===== config.mk =====
export PLATFORM = sky130hd
export DESIGN_NAME = rx_csum_wb
export DESIGN_NICKNAME = d
export VERILOG_FILES = /design/src/rtl/rx_csum_wb.sv
export SDC_FILE = /design/constraint.sdc
export NUM_CORES = 1
export LEC_CHECK = 0
export CAP_MARGIN = 20
export CORE_MARGIN = 4
export CORE_UTILIZATION = 27
export DETAILED_ROUTE_END_ITERATION = 6
export DONT_BUFFER_PORTS = 1
export HOLD_SLACK_MARGIN = 0.1
export PLACE_DENSITY = 0.42
export SETUP_SLACK_MARGIN = 0.4
export SYNTH_ARGS = -nofsm -noshare
export SYNTH_HDL_FRONTEND = slang
export SYNTH_SLANG_ARGS = --single-unit

===== constraint.sdc =====
create_clock -name clk -period 14 [get_ports clk]
set_clock_uncertainty 0.05 [all_clocks]
set_input_delay 2.1 -clock clk [delete_from_list [all_inputs] [get_ports clk]]
set_output_delay 2.1 -clock clk [all_outputs]
set_load 0.02 [all_outputs]

===== src/rtl/rx_csum_wb.sv =====
module rx_csum_wb #(
  parameter int LW = 16
) (
  input  logic          clk,
  input  logic          rst_n,
  input  logic          in_valid,
  input  logic [7:0]    in_data,
  input  logic          in_last,
  input  logic          cfg_strip_crc,
  input  logic          cfg_ip_ofld,
  input  logic          cfg_l4_ofld,
  output logic          desc_valid,
  output logic [LW-1:0] desc_len,
  output logic [15:0]   desc_csum,
  output logic [7:0]    desc_status,
  output logic [7:0]    desc_err,
  output logic [15:0]   desc_vlan
);

  function automatic logic [15:0] oadd(input logic [15:0] a, input logic [15:0] b);
    logic [16:0] s;
    s = {1'b0, a} + {1'b0, b};
    return s[15:0] + {15'd0, s[16]};
  endfunction

  logic [15:0] pos, etype, tlen, ip_acc, l4_acc;
  logic [7:0]  vihl, proto;
  logic [15:0] ip_base, l4_base, ip_nx, l4_nx;

  wire [15:0] word   = pos[0] ? {8'h00, in_data} : {in_data, 8'h00};
  wire [15:0] hlen   = {10'd0, vihl[3:0], 2'b00};
  wire        in_iph = (pos >= 16'd14) && ((pos < 16'd18) || (pos < 16'd14 + hlen));
  wire        in_l4  = (pos >= 16'd34) && (pos >= 16'd14 + hlen) && (pos < 16'd14 + tlen);
  wire        pseudo = (pos == 16'd23) || ((pos >= 16'd26) && (pos < 16'd34));

  always_comb begin
    ip_base = (pos == 16'd0) ? 16'd0 : ip_acc;
    l4_base = (pos == 16'd0) ? 16'd0 : l4_acc;
    ip_nx   = in_iph ? oadd(ip_base, word) : ip_base;
    l4_nx   = (in_l4 || pseudo) ? oadd(l4_base, word) : l4_base;
  end

  wire        is_ip  = (etype == 16'h0800) && (vihl[7:4] == 4'd4);
  wire        ipc    = is_ip && cfg_ip_ofld;
  wire        tc     = is_ip && (proto == 8'd6) && cfg_l4_ofld;
  wire        uc     = is_ip && (proto == 8'd17) && cfg_l4_ofld;
  wire [15:0] ip_res = ~ip_nx;
  wire [15:0] l4_res = ~oadd(l4_nx, tlen - hlen);
  wire        fin    = in_valid && in_last;

  always_ff @(posedge clk) begin
    if (!rst_n) begin
      pos    <= '0;
      etype  <= '0;
      tlen   <= '0;
      vihl   <= '0;
      proto  <= '0;
      ip_acc <= '0;
      l4_acc <= '0;
    end else if (in_valid) begin
      pos    <= in_last ? 16'd0 : pos + 16'd1;
      ip_acc <= ip_nx;
      l4_acc <= l4_nx;
      case (pos)
        16'd12: etype[15:8] <= in_data;
        16'd13: etype[7:0]  <= in_data;
        16'd14: vihl        <= in_data;
        16'd16: tlen[15:8]  <= in_data;
        16'd17: tlen[7:0]   <= in_data;
        16'd23: proto       <= in_data;
        default: ;
      endcase
    end
  end

  always_ff @(posedge clk) begin
    if (!rst_n) begin
      desc_valid  <= 1'b0;
      desc_len    <= '0;
      desc_csum   <= '0;
      desc_status <= '0;
      desc_err    <= '0;
    end else begin
      desc_valid <= fin;
      if (fin) begin
        desc_len    <= LW'(pos) + LW'(1) + (cfg_strip_crc ? LW'(0) : LW'(4));
        desc_status <= {1'b0, ipc, tc, uc, 2'b00, 2'b11};
        desc_err    <= {1'b0, ipc && (ip_res != 16'd0), (tc || uc) && (l4_res != 16'd0), 5'd0};
        desc_csum   <= (tc || uc) ? l4_res : (ipc ? ip_res : 16'd0);
      end
    end
  end

  assign desc_vlan = 16'd0;

endmodule



# After elaboration in Yosys (flattened, before gate mapping)
# Cells that the tools add are included.
# totals
ff_bits	136
input_bits	15
out_inout_bits	65
# classes
add_sub_neg	11
n_lt_le_gt_ge	8
n_eq_ne	10
n_mux	9
bitwise_logic	2
reduce_logical	26
# ops
operator	n
$mux 16	8
$add 16x16->17	3
$add 16x1->16	3
$eq 16x4->1 const B	3
$eq 16x5->1 const B	3
$lt 16x16->1	2
$not 16->16	2
$reduce_bool 16->1	2
$add 16x1->16 const B	1
$add 16x3->16	1
$add 4x16->16 const A	1
$eq 16x12->1 const B	1
$ge 16x4->1 const B	1
$ge 16x5->1 const B	1
$ge 16x6->1 const B	1
$ge 16x7->1	1
$logic_not 16->1	1
$lt 16x5->1 const B	1
$lt 16x6->1 const B	1
$sub 16x6->16	1
$logic_and 1x1->1	13
$reduce_and 2->1	6
$eq 8x3->1 const B	1
$eq 8x5->1 const B	1
other kinds (4)	7

# Logic depth before layout (Yosys ltp)
# logic_depth
word_depth	11
mapped_depth	55
mapped_depth_nobuf	49

# Worst setup path before layout
# OpenSTA, ideal clock, no wires.
# synth_path
path_kind	reg-to-reg
startpoint	register pos[0]
endpoint	register desc_err[5]
setup_time_ps	129
t_arrival_ps	9329
required_ps	13821
slack_ps	4492
path_stages_with_launch	54
synth_period_minus_slack_ps	9508
cell_sequence	dfxtp_1 -> clkbuf_1 -> clkbuf_1 -> inv_1 -> ha_1 -> buf_2 -> nor4b_4 -> nand4_2 -> clkbuf_1 -> clkbuf_1 -> clkbuf_1 -> nand2_1 -> inv_1 -> ha_1 -> inv_1 -> fa_1 -> nor2b_1 -> o2111ai_1 -> [18 not listed] -> nand2_1 -> a211oi_2 -> o31ai_1 -> and2_1 -> a21o_1 -> a21oi_1 -> o21ai_0 -> a21o_1 -> ha_1 -> ha_1 -> nand2_1 -> nor3_1 -> nand3_1 -> nor4_1 -> o2111ai_1 -> xnor2_1 -> nor4_1 -> a31oi_1
# synth_between
elab_chain_cells	10
word_cells_on_any_way	22
# synth_rtl
element	line	source
from (decl)	26	logic [15:0] pos, etype, tlen, ip_acc, l4_acc;
from (signal assigned)	61	pos <= in_last ? 16'd0 : pos + 16'd1;
$logic_not 16->1 (tied with other cells)	38	l4_base = (pos == 16'd0) ? 16'd0 : l4_acc;
$mux 16 (tied with other cells)	38	
$add 16x16->17 (tied with other cells)	22	s = {1'b0, a} + {1'b0, b};
$add 16x1->16 / $logic_or 1x1->1 (equally long branches)	23, 40	
$mux 16 (*)	40	l4_nx = (in_l4 || pseudo) ? oadd(l4_base, word) : l4_base;
net l4_nx[5]	28	logic [15:0] ip_base, l4_base, ip_nx, l4_nx;
$add 16x16->17 (*)	22	
$add 16x1->16 (*)	23	return s[15:0] + {15'd0, s[16]};
$not 16->16 (*)	48	wire [15:0] l4_res = ~oadd(l4_nx, tlen - hlen);
$reduce_bool 16->1 (*)	88	desc_err <= {1'b0, ipc && (ip_res != 16'd0), (tc || uc) && (l4_res != 16'd0), 5'd0};
$logic_and 1x1->1 (*)	88	
to (signal assigned)	88	
to (decl)	16	output logic [7:0] desc_err,
# The timed path passes the listed nets; every way through them passes the cells marked *.
# A chain may end at the register's enable or synchronous reset.

# Final worst setup path
# Same ends and word-level chain as after synthesis.

==> results.yml <==
outcome:
  status: "completed"
placement:
  gp_congestion: 0.847
  dp_slack_ps: 3640
  hpwl_um: 26500
  io_buffer_count: 0
die:
  row_count: 74
  fp.dieH_um: 212
  initial_utilization: 0.274
  coreArea_um2: 40900
  ioPinCount: 80
  die_w_um: 212
  floorplan.die_area_um2: 44800
sta:
  fin_crit_sh: 0.732
  slew_viol_final: 0
  setup_viol: 0
  whs_ps: 411
  worstMarginPinSlew_ps: 938
  fin_tns_setup_ps: 0
  rsz0062_at_grt: "no"
  hold_viol: 0
  relSlewSlack: 0.366
  setup_slack_ps: 3750
  fin_crit_ps: 10250
  fmax_mhz: 97.6
layout:
  layout-drive-gt1-share: 0.0541
  diodes: 0
  area_growth_pct: 8.15
  final_cell_mix: "nand2_1 (139), dfxtp_1 (135), nor2_1 (106)"
  utilization: 0.296
  final_common_cell: "nand2_1"
  layout.nets: 1477
route:
  drc: 0
  routed_wl_um: 35700
  vias: 9652
  first_pass_iters: 7
  wl_per_cell_um: 18.6
  viasPerCell: 5.03
  drt_iter0_markers: 502
  ant_nets: 0
synthesis:
  async_flop_share: 0
  yosysSeqAreaShare: 0.241
  yosys.area.top_type: "dfxtp_1"
  ys_warn_count: 0
  netlist_area_um2: 11200
  syn_avg_cell_area_um2: 7.90
  ys.flop_type: "dfxtp_1"
  synth_edf_count: 0
  ys_ff_latch: 135
  synth_cells: 1419
  synth_area_leaders: "dfxtp_1 (24%), ha_1 (9.5%), xnor2_1 (4.8%)"
  ys_types: 85
  synth.top_cell.area_share: 0.241
global_route:
  grt_pass1_wl_um: 55600
  track_usage: 0.159
  grt_max_degree: 137
  grt_pass1_vias: 9564
  antenna_found_initial: 0
  gr-total-overflow: 0
cts:
  cts_root_buf: "clkbuf_16"
  clock_path_buffers: 2
  insertion_delay_ps: 440
  cts_setup_buffers: 0
  path_clk_slew_ps: 70
  h-tree-depth: 4
  ctsResizeCount: 0
  cts_hold_buf: 0
  cts_made_buffers: 17
  cts_tree: "yes"
  clkSinkCount: 135
critical_path:
  critPathMaxFanout: 31
  crit_cells: 50
  worstSetupStartpointType: "flop"
  crit_buf_inv: 6
  required_ps: 14270
  crit_type: "flop to flop"
  crit_top_cell: "ha_1"
  critPathSlowestCell: "o31ai_1"
  path_delay_family: "compound AO/OA/AOI/OAI gates"
  endpoint_kind: "flop"
  reg2reg_depth: 50
  crit_arrival_ps: 10510
  slowest_delay_ps: 450
hold_path:
  hold_path.class: "flop to flop"
  holdPathStages: 2
power_and_ir_drop:
  total_power_w: 0.000913
  p_leak_nw: 4.91
  power_density_nw_per_um2: 75.3
  irDropWorstVdd_mv: 0.0767
flow_run:
  maxCapViolations: 0
[stage by stage]
step | instance area [µm²] | instances
finish | 12100 | 1918
global route | 12100 | 1918
global placement | 11600 | 1886
floorplan | 11300 | 1443
CTS | 12100 | 1918
detailed placement | 11600 | 1886
[worst min-delay path, cell delays in order (launching register included)]
cell	delay [ps]
dfxtp_1	300
nand2_1	40
a21boi_0	60
[flip-flops by register name, summed over array words and instances, names as in the netlist]
register / count
desc_csum: 16
desc_err: 2
desc_len: 16
desc_status: 4
desc_valid: 1
etype: 16
ip_acc: 16
l4_acc: 16
pos: 16
proto: 8
tlen: 16
vihl: 8
[synthesized netlist by cell type, types with 5 or more instances]
library cell	count
mux2i_1	40
and2_1	56
a22oi_1	7
nor4b_1	5
buf_4	26
a21oi_1	65
o21ai_0	67
xor2_1	58
or3_1	11
o2111ai_1	8
nand4_1	9
nand3_1	66
o221ai_1	7
a21boi_0	40
a21o_1	20
o21bai_1	9
nor2_1	106
nand2b_1	12
o211a_1	17
nor3b_1	5
buf_2	5
o21a_1	11
nand2_1	139
dfxtp_1	135
o211ai_1	9
nand3b_1	5
or2_2	6
a31oi_1	7
nor2b_1	65
clkbuf_1	63
ha_1	85
a211oi_1	11
xnor2_1	62
and3_1	18
nor3_1	23
nor4_1	11
inv_1	45
[logic make-up after synthesis]
family | share of synthesized area
AND/OR/NAND/NOR | 0.256
AO/OA/AOI/OAI | 0.205
buffers and inverters | 0.0595
flip-flops | 0.241
XOR/XNOR | 0.0952
adder cells (fa/ha/maj) | 0.103
multiplexers | 0.0397
other | 0.000335
[final cells by class]
class                      count  area (µm²)
clock buffer                  19         443
clock inverter                13         120
fill                        4474       28800
inverter                      46         173
multi-input combinational   1162        7930
sequential                   135        2700
tap                          532         666
timing repair buffer          11        82.6
[path summary, 6_finish.rpt]
path	from	slack (ps)	end
worst max-delay path	pos[0]	3750	desc_err[5]
worst min-delay path	etype[2]	410	etype[2]
worst max register to register	pos[0]	3750	desc_err[5]
worst min register to register	etype[2]	410	etype[2]
[power by group]
part           total (W)  internal, W  switching [W]
logic          0.0000699    0.0000252      0.0000447
registers       0.000396     0.000389     0.00000766
clock network   0.000446     0.000251       0.000195
[routing by layer]
metal / wire, µm / track usage
met3: 1050 / 0.0287
met4: 786 / 0.0466
met1: 16500 / 0.203
met2: 17400 / 0.274
met5: 0 / 0
Power figures use the tool's default switching activity.
